<file path="src/rtl/clkctl_pkg.sv">
package clkctl_pkg;
  localparam int DATA_W = 8;
  localparam int RATE_W = 16;
  localparam logic [DATA_W-1:0] CTL2_RST  = 8'h26;
  localparam logic [DATA_W-1:0] LOCK_MASK = 8'hE6;
  localparam logic [RATE_W-1:0] LS_RATE   = 16'd8;

  typedef struct packed {
    logic [1:0] mult;
    logic       aud_half;
    logic       aud_on;
    logic       pll_on;
    logic [1:0] cpu_div;
    logic       lxt_sel;
  } ctl2_t;

  function automatic logic [RATE_W-1:0] pll_rate(input logic [1:0] m);
    case (m)
      2'd0:    return 16'd2000;
      2'd1:    return 16'd2500;
      2'd2:    return 16'd3000;
      default: return 16'd4000;
    endcase
  endfunction

  function automatic logic [1:0] cpu_shift(input logic [1:0] d);
    case (d)
      2'b01:   return 2'd0;
      2'b10:   return 2'd1;
      default: return 2'd2;
    endcase
  endfunction
endpackage

</file>
<file path="src/rtl/clkctl_regs.sv">
module clkctl_regs
  import clkctl_pkg::*;
(
  input  logic              clk,
  input  logic              rst_n,
  input  logic              wr_en,
  input  logic              sel,
  input  logic [DATA_W-1:0] wdata,
  input  logic              cpu_on_pll,
  input  logic              ready,
  output ctl2_t             ctl2,
  output logic              ls_mode,
  output logic [DATA_W-1:0] rdata
);
  logic [DATA_W-1:0] ctl2_q;
  logic              mode_q;
  logic              err_q;
  logic              locked;
  logic              pending;

  assign ctl2    = ctl2_t'(ctl2_q);
  assign ls_mode = mode_q;
  assign locked  = cpu_on_pll & ctl2.aud_on;
  assign pending = ~mode_q & ~cpu_on_pll;

  always_ff @(posedge clk or negedge rst_n) begin
    if (!rst_n) begin
      ctl2_q <= CTL2_RST;
      mode_q <= 1'b1;
      err_q  <= 1'b0;
    end else if (wr_en) begin
      if (sel) begin
        if (locked) begin
          ctl2_q <= (ctl2_q & LOCK_MASK) | (wdata & ~LOCK_MASK);
          if (((wdata ^ ctl2_q) & LOCK_MASK) != '0) err_q <= 1'b1;
        end else begin
          ctl2_q <= wdata;
        end
      end else begin
        mode_q <= wdata[0];
        if (wdata[DATA_W-1]) err_q <= 1'b0;
      end
    end
  end

  always_comb begin
    if (sel) rdata = ctl2_q;
    else     rdata = {err_q, pending, ready, 4'b0000, mode_q};
  end


  lock_hold_chk: assert property (@(posedge clk) disable iff (!rst_n)
    (wr_en && sel && locked) |=> ($stable(ctl2.mult) && $stable(ctl2.aud_half) && $stable(ctl2.cpu_div)));


  lock_flag_chk: assert property (@(posedge clk) disable iff (!rst_n)
    (wr_en && sel && locked && (wdata[7:6] != ctl2.mult)) |=> rdata[7] || sel);
endmodule

</file>
<file path="src/rtl/clkctl_settle.sv">
module clkctl_settle #(
  parameter int SETTLE_TICKS = 328,
  localparam int CNT_W = $clog2(SETTLE_TICKS)
) (
  input  logic clk,
  input  logic rst_n,
  input  logic pll_on,
  input  logic tick,
  output logic ready
);
  logic [CNT_W-1:0] cnt_q;

  always_ff @(posedge clk or negedge rst_n) begin
    if (!rst_n) begin
      cnt_q <= '0;
      ready <= 1'b0;
    end else if (!pll_on) begin
      cnt_q <= '0;
      ready <= 1'b0;
    end else if (tick && !ready) begin
      if (cnt_q == CNT_W'(SETTLE_TICKS - 1)) begin
        cnt_q <= '0;
        ready <= 1'b1;
      end else begin
        cnt_q <= cnt_q + 1'b1;
      end
    end
  end


  ready_off_chk: assert property (@(posedge clk) disable iff (!rst_n)
    !pll_on |=> !ready);


  ready_tick_chk: assert property (@(posedge clk) disable iff (!rst_n)
    $rose(ready) |-> $past(tick));
endmodule

</file>
<file path="src/rtl/clkctl_switch.sv">
module clkctl_switch (
  input  logic clk,
  input  logic rst_n,
  input  logic tick,
  input  logic pll_on,
  input  logic ready,
  input  logic ls_mode,
  output logic cpu_on_pll
);
  always_ff @(posedge clk or negedge rst_n) begin
    if (!rst_n)                 cpu_on_pll <= 1'b0;
    else if (!pll_on)           cpu_on_pll <= 1'b0;
    else if (tick) begin
      if (!ls_mode && ready)    cpu_on_pll <= 1'b1;
      else if (ls_mode)         cpu_on_pll <= 1'b0;
    end
  end


  to_pll_chk: assert property (@(posedge clk) disable iff (!rst_n)
    $rose(cpu_on_pll) |-> ($past(ready) && $past(tick)));


  drop_chk: assert property (@(posedge clk) disable iff (!rst_n)
    !pll_on |=> !cpu_on_pll);


  to_ls_chk: assert property (@(posedge clk) disable iff (!rst_n)
    $fell(cpu_on_pll) |-> ($past(tick) || !$past(pll_on)));
endmodule

</file>
<file path="src/rtl/clkctl_rates.sv">
module clkctl_rates
  import clkctl_pkg::*;
(
  input  ctl2_t             ctl2,
  input  logic              cpu_on_pll,
  output logic [RATE_W-1:0] cpu_rate,
  output logic [RATE_W-1:0] aud_rate
);
  logic [RATE_W-1:0] base;

  always_comb begin
    base = pll_rate(ctl2.mult);
    if (cpu_on_pll) cpu_rate = base >> cpu_shift(ctl2.cpu_div);
    else            cpu_rate = LS_RATE;
    if (ctl2.pll_on) aud_rate = base >> ctl2.aud_half;
    else             aud_rate = LS_RATE;
  end
endmodule

</file>
<file path="src/rtl/pll_clock_ctrl.sv">
module pll_clock_ctrl
  import clkctl_pkg::*;
#(
  parameter int SETTLE_TICKS = 328
) (
  input  logic        clk,
  input  logic        rst_n,
  input  logic        lf_tick,
  input  logic        wr_en,
  input  logic        sel,
  input  logic [7:0]  wdata,
  output logic [7:0]  rdata,
  input  logic        halt_req,
  output logic        pll_en_o,
  output logic [1:0]  pll_mult_o,
  output logic        aud_en_o,
  output logic        cpu_on_pll_o,
  output logic [15:0] cpu_rate_o,
  output logic [15:0] aud_rate_o,
  output logic        idle_req_o
);
  ctl2_t ctl2;
  logic  ls_mode;
  logic  ready;
  logic  on_pll;

  clkctl_regs u_regs (
    .clk(clk), .rst_n(rst_n), .wr_en(wr_en), .sel(sel), .wdata(wdata),
    .cpu_on_pll(on_pll), .ready(ready), .ctl2(ctl2), .ls_mode(ls_mode), .rdata(rdata)
  );

  clkctl_settle #(.SETTLE_TICKS(SETTLE_TICKS)) u_settle (
    .clk(clk), .rst_n(rst_n), .pll_on(ctl2.pll_on), .tick(lf_tick), .ready(ready)
  );

  clkctl_switch u_switch (
    .clk(clk), .rst_n(rst_n), .tick(lf_tick), .pll_on(ctl2.pll_on),
    .ready(ready), .ls_mode(ls_mode), .cpu_on_pll(on_pll)
  );

  clkctl_rates u_rates (
    .ctl2(ctl2), .cpu_on_pll(on_pll), .cpu_rate(cpu_rate_o), .aud_rate(aud_rate_o)
  );

  assign pll_en_o     = ctl2.pll_on;
  assign pll_mult_o   = ctl2.mult;
  assign aud_en_o     = ctl2.aud_on;
  assign cpu_on_pll_o = on_pll;
  assign idle_req_o   = halt_req & ctl2.lxt_sel;
endmodule

</file>
<file path="config.mk">
export PLATFORM = sky130hd
export DESIGN_NAME = pll_clock_ctrl
export DESIGN_NICKNAME = d
export VERILOG_FILES = /design/src/rtl/clkctl_pkg.sv /design/src/rtl/clkctl_regs.sv /design/src/rtl/clkctl_settle.sv /design/src/rtl/clkctl_switch.sv /design/src/rtl/clkctl_rates.sv /design/src/rtl/pll_clock_ctrl.sv
export SDC_FILE = /design/constraint.sdc
export NUM_CORES = 1
export LEC_CHECK = 0
export BUFFER_PORTS_ARGS = -buffer_cell sky130_fd_sc_hd__clkbuf_2
export CELL_PAD_IN_SITES_DETAIL_PLACEMENT = 1
export CELL_PAD_IN_SITES_GLOBAL_PLACEMENT = 1
export CORE_MARGIN = 2
export CORE_UTILIZATION = 41
export CTS_CLUSTER_SIZE = 40
export DETAILED_ROUTE_END_ITERATION = 12
export PLACE_DENSITY_LB_ADDON = 0.1
export SETUP_SLACK_MARGIN = 0.15
export SYNTH_ARGS = -nofsm -noshare
export SYNTH_HDL_FRONTEND = slang
export SYNTH_HIERARCHICAL = 1
export SYNTH_SLANG_ARGS = --single-unit
</file>
<file path="constraint.sdc">
create_clock -name clk -period 2.85 [get_ports clk]
set_clock_uncertainty 0.2 [all_clocks]
set_input_delay 0.285 -clock clk [delete_from_list [all_inputs] [get_ports clk]]
set_output_delay 0.285 -clock clk [all_outputs]
set_load 0.005 [all_outputs]
</file>
==> flow_metrics.env, run 1 <==
export IMPL_wl_um=4428
export IMPL_drc=0
export IMPL_n_antenna_cell=0
export IMPL_clock_sinks=21
export IMPL_critPathKind="reg2out"
export IMPL_regArea_um2=533.0
export IMPL_power_switching_w=0.0003472
export IMPL_grt_ovfl_total=0
export IMPL_syn_area_mm2=0.001793
export IMPL_die_area_mm2=0.004918
export IMPL_hp_class="in2reg"
export IMPL_wl_per_cell_um=15.59
export IMPL_final_common_cell="clkbuf_2"
export IMPL_total_power_w=0.0009639
export IMPL_swShare_pct=36.02
export IMPL_hold_viol=0
export IMPL_start_util_pct=41.75
export IMPL_port_buffers=50
export IMPL_num_fill_cells=529
export IMPL_cts_root_buf="clkbuf_8"
export IMPL_post_route_period_util_pct=91.64
export IMPL_synth_top_cell_by_area="dfrtp_1"
export IMPL_period_needed_ps=2612
export IMPL_clkPwrFrac_pct=20.7
export IMPL_clock_path_buffers=2
export IMPL_postSynthCellCount=185
export IMPL_hold_path_depth=2
export IMPL_postCtsSetupBuffers=0
export IMPL_cts_tree="built"
export IMPL_setup_viol=0
export IMPL_multi_input_area_mm2=0.001145
export IMPL_critPathCaptureType="primary output"
export IMPL_drive_above_1_share_pct=40.09
export IMPL_p_leak_nw=0.9713
export IMPL_tightest_slew_ps=713.0
export IMPL_grt_max_degree=23
export IMPL_rsz0062_at_grt="false"
export IMPL_cellInternalPower_w=0.0006167
export IMPL_path_clk_slew_ps=70
export IMPL_yosysUniqueCellTypes=52
export IMPL_dp_hpwl_um=3396
export IMPL_vdd_drop_max_uv=247.1
export IMPL_fp_dieH_um=70.13
export IMPL_yosysSeqAreaShare_pct=29.59
export IMPL_maxSlewHeadroom_pct=52.46
export IMPL_cts_buffers_inserted=3
export IMPL_critPathArrivalTime_ps=2130
export IMPL_yosysWarningCount=6
export IMPL_avgSynthCellArea_um2=9.692
export IMPL_gp_congestion=0.7925
export IMPL_start_kind="flop"
export IMPL_required_ps=2370
export IMPL_grt_pass1_wl_um=7569
export IMPL_layout_setup_ws_ps=238.2
export IMPL_dr_pass1_iters=4
export IMPL_synth_ff_type="dfrtp_1"
export IMPL_async_flop_share_pct=100.0
export IMPL_nets=256
export IMPL_via_per_inst=5.271
export IMPL_reg2regPathDepth=4
export IMPL_track_usage_pct=18.65
export IMPL_power_density_mw_per_mm2=460.5
export IMPL_ys_ff_latch=21
export IMPL_finalMaxSlewViolations=0
export IMPL_drv_cap=0
export IMPL_post_synth_top_area_fraction_pct=23.73
export IMPL_fmax_ghz=0.3829
export IMPL_synth_edf_count=0
export IMPL_ant_nets=0
export IMPL_antenna_found_initial=0
export IMPL_areaGrowthSynthToFinish_pct=16.75
export IMPL_clk_latency_ps=260
export IMPL_drt_initial_drc_count=32
export IMPL_first_global_vias=1553
export IMPL_core_mm2=0.004294
export IMPL_synthTopCellsByArea="dfrtp_1 (24%), ha_1 (6.3%), dfstp_2 (5.9%)"
export IMPL_io_pins=60
export IMPL_setup_tns_ps=0
export IMPL_htree_levels=1
export IMPL_core_rowCount=24
export IMPL_place_ws_ps=444.0
export IMPL_power_frac_seq_pct=39.9
export IMPL_status="complete, no violations"
export IMPL_worst_path_max_fanout=13
export IMPL_vias=1497
export IMPL_die_w_um=70.13
export IMPL_combPwrFrac_pct=39.4
export IMPL_layout_common_cells="clkbuf_2 (50), dfrtp_1 (15), nand2_1 (13), nor2_1 (12), and2_1 (10)"
==> per-layer routing <==
metal  part of all wire (%)  wire length [um]  vias to the layer above  GRT usage [%]
met4                   0.63                28                        0          4.060
met3                    6.1               270                        4          4.040
met5                      0                 0                        -              0
met2                     49              2173                       54          32.17
li1                       -                 -                      727              -
met1                     44              1956                      712          23.96
==> critical path, stage by stage (launching register included) <==
cell and delay [ps]:
dfstp_2 560, inv_1 60, ha_2 470, mux2_4 340, o22a_1 210, nor2_1 100, clkbuf_2 120
==> Yosys cell counts (2+ instances only) <==
master	count
a21boi_0	3
buf_6	2
nand3b_1	2
and2_1	10
and4bb_2	2
mux2i_1	6
ha_1	9
mux2_2	9
a22oi_1	2
dfrtp_1	17
xor2_1	5
o21ai_0	3
nor2b_1	4
a211oi_1	4
a31oi_1	2
buf_2	6
buf_4	10
dfstp_2	4
a211oi_2	2
o21a_1	2
inv_1	5
mux2_4	6
xnor2_1	5
nand2_1	13
nor2_1	12
nand3_1	3
nand4_1	3
a21oi_1	7
nor3_1	4
==> power by group through the flow <==
stage / Combinational [W] / Clock, W / Sequential, W
4_1_cts: 0.000381 / 0.000211 / 0.000384
3_5_place_dp: 0.000375 / 0 / 0.000390
6_report: 0.000380 / 0.000200 / 0.000384
3_3_place_gp: 0.000363 / 0 / 0.000386
2_1_floorplan: 0.000276 / 0 / 0.000367
5_1_grt: 0.000419 / 0.000221 / 0.000392
==> kinds of logic after synthesis <==
| logic type | after synthesis | synth area share, % |
|---|---|---|
| XOR/XNOR | 10 | 4.885 |
| flip-flops | 21 | 29.59 |
| adder cells (fa/ha/maj) | 9 | 6.281 |
| other | 1 | 0.2092 |
| AO/OA/AOI/OAI | 36 | 15.84 |
| buffers and inverters | 24 | 8.374 |
| AND/OR/NAND/NOR | 62 | 19.54 |
| multiplexers | 22 | 15.28 |
==> final timing paths <==
check / startpoint / end / slack (ps)
min in group asynchronous: rst_n / u_settle/cnt_q[6]$_DFFE_PN0P_ / 320
setup / recovery: u_regs/ctl2[1]$_DFFE_PN1P_ / cpu_rate_o[9] / 240
max in group asynchronous: rst_n / u_regs/ctl2[6]$_DFFE_PN0P_ / 1730
hold reg to reg: u_settle/cnt_q[8]$_DFFE_PN0P_ / u_settle/cnt_q[8]$_DFFE_PN0P_ / 350
hold / removal: wdata[4] / u_regs/ctl2[4]$_DFFE_PN0P_ / 60
setup reg to reg: u_regs/ctl2[3]$_DFFE_PN0P_ / u_settle/cnt_q[7]$_DFFE_PN0P_ / 1130
==> through the flow <==
stage               hold WS [ps]  cell area, um^2  util [%]  instances
CTS                        52.78             2091     48.69        284
detailed placement         93.24             2029     47.26        279
floorplan                 -210.6             1823         -        193
global placement           85.66             2029     47.26        279
finish                     57.32             2093     48.75        284
global route               71.83             2093     48.75        284
==> repair_timing <==
| action | 4_1_cts | 5_1_grt |
|---|---|---|
| endpoints found under the setup margin | 1 | 3 |
| hold endpoints to repair | 17 | 0 |
| hold buffers | 1 | 0 |
| resized for setup | 1 | 2 |
==> sequential cells by signal (all words and copies together) (netlist names) <==
name                 cells
u_switch/cpu_on_pll      1
u_regs/err_q             1
u_settle/ready           1
u_regs/ctl2              8
u_regs/ls_mode           1
u_settle/cnt_q           9
==> layout make-up <==
class	instances	area share [%]
timing repair buffer	54	13.51
inverter	5	0.8966
multi-input combinational	148	54.69
sequential	21	25.46
tap	52	3.108
clock buffer	3	1.973
clock inverter	1	0.3586
Note: power is estimated with default switching activity, not from simulation.
==> run 2, diff against run 1 <==
Settings changed: ABC_AREA set to 1, CORE_UTILIZATION 41 to 37.
==> run 2 against run 1 <==
  * Setup slack better by 270 ps
  * Combinational power down 25%
  * Clock power about the same
  * Hold slack worse by 16 ps
  * Die area up 8.4%
  * Synthesized cell count up 39%
  * Cell count up 28%
  * Global-route usage down 0.17 points
  * Critical path type unchanged
  * Largest power group unchanged
==> flow_metrics.env, run 2 <==
export IMPL_path_clk_slew_ps=80
export IMPL_cts_root_buf="clkbuf_8"
export IMPL_required_ps=2370
export IMPL_cts_tree="built"
export IMPL_power_switching_w=0.0003029
export IMPL_critPathArrivalTime_ps=1860
export IMPL_cellInternalPower_w=0.0005367
export IMPL_drt_initial_drc_count=69
export IMPL_postCtsSetupBuffers=0
export IMPL_status="complete, no violations"
export IMPL_maxSlewHeadroom_pct=62.30
export IMPL_place_ws_ps=786.4
export IMPL_n_antenna_cell=0
export IMPL_grt_ovfl_total=0
export IMPL_layout_common_cells="nand2_1 (80), clkbuf_2 (50), inv_1 (40), nor2_1 (19), dfrtp_1 (17)"
export IMPL_drv_cap=0
export IMPL_largest_register="u_settle/cnt_q"
export IMPL_power_density_mw_per_mm2=405.7
export IMPL_synth_ff_type="dfrtp_1"
export IMPL_yosysMostFrequentCell="nand2_1"
export IMPL_hold_viol=0
export IMPL_yosysWarningCount=6
export IMPL_yosysUniqueCellTypes=31
export IMPL_drc=0
export IMPL_core_rowCount=25
export IMPL_dp_hpwl_um=3669
export IMPL_via_per_inst=4.766
export IMPL_grt_max_degree=22
export IMPL_wl_per_cell_um=12.52
export IMPL_clock_path_buffers=2
export IMPL_worst_path_max_fanout=11
export IMPL_synthTopCellsByArea="dfrtp_1 (24%), nand2_1 (17%), inv_1 (8.5%)"
export IMPL_tightest_slew_ps=565.4
export IMPL_wl_um=4545
export IMPL_first_global_vias=1749
export IMPL_hold_path_depth=3
export IMPL_slowest_stage="dfrtp_1"
export IMPL_layout_setup_ws_ps=505.8
export IMPL_clkPwrFrac_pct=23.6
export IMPL_post_synth_top_area_fraction_pct=24.15
export IMPL_period_needed_ps=2344
export IMPL_setup_tns_ps=0
export IMPL_core_mm2=0.004661
export IMPL_die_area_mm2=0.005329
export IMPL_cp_top_family="flip-flops"
export IMPL_port_buffers=50
export IMPL_drive_above_1_share_pct=26.86
export IMPL_io_pins=60
export IMPL_rsz0062_at_grt="false"
export IMPL_worst_path_most_repeated_cell="o21ai_0"
export IMPL_clock_sinks=21
export IMPL_vias=1730
export IMPL_areaGrowthSynthToFinish_pct=17.47
export IMPL_post_route_period_util_pct=82.25
export IMPL_syn_area_mm2=0.001762
export IMPL_setup_viol=0
export IMPL_start_util_pct=37.80
export IMPL_fmax_ghz=0.4266
export IMPL_hp_class="in2reg"
export IMPL_cts_buffers_inserted=3
export IMPL_power_frac_seq_pct=42.3
export IMPL_final_common_cell="nand2_1"
export IMPL_ys_ff_latch=21
export IMPL_swShare_pct=36.08
export IMPL_critPathCaptureType="primary output"
export IMPL_ant_nets=0
export IMPL_worstPathCellList="inv_1 > ha_1 > nand2_1 > o21ai_0 > o21ai_0 > clkbuf_2"
export IMPL_postSynthCellCount=258
export IMPL_nets=333
export IMPL_htree_levels=1
export IMPL_combPwrFrac_pct=34.0
export IMPL_finalMaxSlewViolations=0
export IMPL_reg2regPathDepth=7
export IMPL_start_kind="flop"
export IMPL_synth_top_cell_by_area="dfrtp_1"
export IMPL_crit_buf_inv=2
export IMPL_clk_latency_ps=260
export IMPL_worst_path_stages=6
export IMPL_critPathKind="reg2out"
export IMPL_avgSynthCellArea_um2=6.828
export IMPL_largest_reg_flops=9
export IMPL_vdd_drop_max_uv=288.7
export IMPL_synth_common_cells="nand2_1 (80), inv_1 (40), nor2_1 (19)"
export IMPL_synth_edf_count=0
export IMPL_async_flop_share_pct=100.0
export IMPL_die_w_um=73
export IMPL_gp_congestion=0.8421
export IMPL_fp_dieH_um=73
export IMPL_track_usage_pct=18.48
export IMPL_yosysSeqAreaShare_pct=30.11
export IMPL_dr_pass1_iters=4
export IMPL_antenna_found_initial=0
export IMPL_slowest_delay_ps=600
export IMPL_p_leak_nw=1.181
export IMPL_grt_pass1_wl_um=7803
run 2: cell types whose count changed in the layout (fill, tap and decap cells not counted), sizes merged, moves of 10 or more:
cell,before,now
nand3,3,13
mux2,15,2
o21ai,4,21
nor2,12,25
and2,10,0
nand2,14,84
inv,5,45
run 2: timing repair:
action / in CTS / in global routing
hold endpoints to repair: 17 / 0
resized for setup: 0 / 0
hold buffers: 1 / 0
run 2: area by class of cell:
class	count	area, um^2
Fill cell	642	2591
Multi-Input combinational cell	187	989.7
Sequential cell	21	530.5
Timing Repair Buffer	52	267.8
Inverter	45	168.9
Tap cell	54	67.56
Clock buffer	4	45.04
run 2: cells by family (layout without fill, tap and decap cells):
logic type | after synthesis | after routing | synth area share, %
adders and majority gates | 9 | 9 | 6.392
AOI/OAI and AO/OA | 38 | 38 | 12.78
muxes | 2 | 2 | 1.705
and+or+nand+nor | 127 | 127 | 32.39
buffers and inverters | 58 | 101 | 15.41
DFF | 21 | 21 | 30.11
other | 1 | 9 | 0.2129
xor gates and xnor gates | 2 | 2 | 0.9945
run 2: path summary, 6_finish.rpt:
kind                                                    start  slack, ps                            end
worst max register to register  u_settle/cnt_q[1]$_DFFE_PN0P_       1410  u_settle/cnt_q[8]$_DFFE_PN0P_
worst min-delay path                                 wdata[0]         40     u_regs/ls_mode$_DFFE_PN1P_
worst min register to register     u_regs/ls_mode$_DFFE_PN1P_        310     u_regs/ls_mode$_DFFE_PN1P_
max in group asynchronous                               rst_n       1710     u_regs/ctl2[5]$_DFFE_PN1P_
min in group asynchronous                               rst_n        360     u_regs/ctl2[4]$_DFFE_PN0P_
worst max-delay path               u_regs/ctl2[6]$_DFFE_PN0P_        510                  cpu_rate_o[7]
run 2: routing by layer:
metal  part of all wire, %  global-route usage [%]  vias to the layer above
met5                     0                       0                        -
met4                  0.88                   5.556                        0
met3                   2.3                   2.072                        4
met2                    52                   33.33                       28
met1                    45                   22.89                      809
li1                      -                       -                      889
run 2: per-stage QoR:
stage                     total power, W  cell area, um^2  cells  util [%]  hold slack [ps]
final                          0.0008396             2069    363     44.40            41.18
after global routing           0.0009146             2069    363     44.40            52.71
after CTS                      0.0008603             2069    363     44.40            32.56
after detailed placement       0.0006513             2014    358     43.22            104.2
after global placement         0.0006488             2014    358     43.22            97.63
after floorplan                0.0005523             1792    266         -           -210.6
run 2: worst register-to-register path, cell delays in order (launching register included):
cell and delay (ps):
dfrtp_1 370, ha_1 180, nand2_2 100, nor2_4 150
nand2_1 100, o21bai_2 120, nand2_1 80, nor2_1 80
run 2: power by group through the flow:
stage                     registers (W)  logic, W  clock network, W
after floorplan                0.000356  0.000197                 0
after global placement         0.000360  0.000289                 0
after detailed placement       0.000362  0.000290                 0
after CTS                      0.000356  0.000292          0.000212
after global routing           0.000362  0.000334          0.000219
final                          0.000355  0.000286          0.000199
==> run 3, diff against run 2 <==
Settings changed: CORE_UTILIZATION 37 to 35.
Clock period 2.85 ns to 2.2 ns, I/O delays scaled along.
==> run 3 against run 2 <==
  * Count of clock-buffer cells in the layout did not move
  * Cell count rose by 6.6%
  * Total power rose by 39%
  * Sequential share of layout area fell by 2.1 points
  * Global-route usage fell by 1.5 points
  * Setup slack got worse by 310 ps
  * Die area rose by 5.4%
  * Via count rose by 1.2%
  * Largest power group is now combinational logic
  * Flip-flop and latch count did not move
  * Combinational power rose by 61%
  * Largest cell class unchanged
  * Non-clock buffer count rose by 11
==> flow_metrics.env, run 3 (synthesis results as in run 2) <==
export IMPL_status="complete, no violations"
export IMPL_vdd_drop_max_uv=362.6
export IMPL_worst_path_stages=6
export IMPL_post_route_period_util_pct=91.04
export IMPL_hp_class="in2reg"
export IMPL_grt_max_degree=22
export IMPL_antenna_found_initial=0
export IMPL_crit_buf_inv=3
export IMPL_start_kind="flop"
export IMPL_largest_register="u_settle/cnt_q"
export IMPL_power_density_mw_per_mm2=517.2
export IMPL_cp_top_family="flip-flops"
export IMPL_dr_pass1_iters=4
export IMPL_required_ps=1780
export IMPL_drive_above_1_share_pct=33.13
export IMPL_port_buffers=50
export IMPL_clkPwrFrac_pct=21.9
export IMPL_combPwrFrac_pct=39.5
export IMPL_core_mm2=0.004786
export IMPL_die_area_mm2=0.005617
export IMPL_holdWs_ps=6.378
export IMPL_cts_buffers_inserted=3
export IMPL_dp_hpwl_um=3816
export IMPL_reg2regPathDepth=6
export IMPL_n_antenna_cell=0
export IMPL_nets=344
export IMPL_largest_reg_flops=9
export IMPL_path_clk_slew_ps=80
export IMPL_swShare_pct=36.05
export IMPL_cts_tree="built"
export IMPL_layout_setup_ws_ps=197.0
export IMPL_ant_nets=0
export IMPL_setup_viol=0
export IMPL_wl_um=4703
export IMPL_drt_initial_drc_count=53
export IMPL_drc=0
export IMPL_fmax_ghz=0.4993
export IMPL_tightest_slew_ps=560.9
export IMPL_num_fill_cells=664
export IMPL_slowest_stage="dfstp_2"
export IMPL_critPathCaptureType="primary output"
export IMPL_grt_ovfl_total=0
export IMPL_regArea_um2=530.5
export IMPL_first_global_vias=1609
export IMPL_finalMaxSlewViolations=0
export IMPL_final_common_cell="nand2_1"
export IMPL_drv_cap=0
export IMPL_worstPathCellList="inv_2 > ha_4 > nor2_4 > inv_4 > o22ai_2 > buf_2"
export IMPL_layout_common_cells="nand2_1 (78), clkbuf_2 (46), inv_1 (35), nor2_1 (19), dfrtp_1 (17)"
export IMPL_cts_root_buf="clkbuf_8"
export IMPL_cellInternalPower_w=0.0007450
export IMPL_postLayoutCellArea_mm2=0.002252
export IMPL_track_usage_pct=17.01
export IMPL_critPathArrivalTime_ps=1580
export IMPL_grt_pass1_wl_um=7507
export IMPL_multi_input_area_mm2=0.001057
export IMPL_io_pins=60
export IMPL_power_switching_w=0.0004199
export IMPL_hold_viol=0
export IMPL_die_w_um=74.95
export IMPL_via_per_inst=4.525
export IMPL_htree_levels=1
export IMPL_clock_path_buffers=2
export IMPL_maxSlewHeadroom_pct=62.61
export IMPL_wl_per_cell_um=12.15
export IMPL_gp_congestion=0.7813
export IMPL_power_frac_seq_pct=38.6
export IMPL_core_rowCount=25
export IMPL_vias=1751
export IMPL_clk_latency_ps=260
export IMPL_areaGrowthSynthToFinish_pct=27.84
export IMPL_worst_path_max_fanout=6
export IMPL_p_leak_nw=1.243
export IMPL_slowest_delay_ps=550
export IMPL_clock_sinks=21
export IMPL_post_route_util_pct=47.06
export IMPL_fp_dieH_um=74.95
export IMPL_period_needed_ps=2003
export IMPL_hold_path_depth=3
export IMPL_placed_cell_area_mm2=0.002046
export IMPL_start_util_pct=36.81
export IMPL_rsz0062_at_grt="true"
export IMPL_critPathKind="reg2out"
export IMPL_setup_tns_ps=0
export IMPL_place_ws_ps=291.5
run 3: cell count changes in the layout (fill, tap and decap cells not counted), moves of 2 or more:
| cell | change |
|---|---|
| nand2_1 | -2 |
| dlygate4sd3_1 | +4 |
| buf_2 | +4 |
| o21ai_2 | +3 |
| o21ai_0 | -2 |
| ha_4 | +3 |
| ha_1 | -5 |
| inv_1 | -5 |
| clkbuf_2 | -4 |
| buf_4 | +6 |
| ha_2 | +2 |
| inv_2 | +4 |
run 3: final timing paths:
path,startpoint,endpoint,slack (ps)
setup / recovery,u_regs/ctl2[1]$_DFFE_PN1P_,cpu_rate_o[8],200
hold / removal,wdata[5],u_regs/ctl2[5]$_DFFE_PN1P_,6
setup reg to reg,u_settle/cnt_q[1]$_DFFE_PN0P_,u_settle/cnt_q[3]$_DFFE_PN0P_,730
hold reg to reg,u_regs/ls_mode$_DFFE_PN1P_,u_regs/ls_mode$_DFFE_PN1P_,320
max in group asynchronous,rst_n,u_regs/ls_mode$_DFFE_PN1P_,1130
min in group asynchronous,rst_n,u_settle/cnt_q[1]$_DFFE_PN0P_,290
run 3: per-stage QoR:
step	power [W]	instances
after global routing	0.001253	387
after floorplan	0.0007154	266
after detailed placement	0.0008541	373
after CTS	0.001135	383
final	0.001165	387
after global placement	0.0008467	373
run 3: timing repair:
action,4_1_cts,5_1_grt
hold buffers,5,0
pin swaps,1,3
setup buffers,1,4
hold endpoints to repair,21,0
cloned,0,0
endpoints found under the setup margin,12,12
resized for setup,2,25
run 3: power by group through the flow:
stage | logic (W) | registers [W] | clock network (W)
final | 0.000460 | 0.000450 | 0.000255
after CTS | 0.000419 | 0.000449 | 0.000267
after detailed placement | 0.000397 | 0.000458 | 0
after global placement | 0.000391 | 0.000456 | 0
after global routing | 0.000518 | 0.000456 | 0.000279
after floorplan | 0.000255 | 0.000461 | 0
run 3: metal layers:
layer  routed length, um  GRT usage, %  share of wire (%)  vias up
met1                2304         24.83                 49      787
met5                   0             0                  0        -
li1                    -             -                  -      911
met4                  27         3.571               0.57        0
met3                 274         2.142                5.8        2
met2                2096         27.00                 45       51
run 3: worst register-to-register path: stages, from the launching register on:
cell,delay [ps]
dfrtp_1,380
ha_1,200
nand2_2,100
nor2_2,170
nand3_2,150
nand2_1,120
nor2_1,50
run 3: layout make-up:
class | instances | share of cell area, %
clock buffers | 4 | 2.000
multi-input cells | 187 | 46.94
inverters | 45 | 7.611
well taps | 67 | 3.722
flip-flops and latches | 21 | 23.56
repair buffers | 63 | 16.17
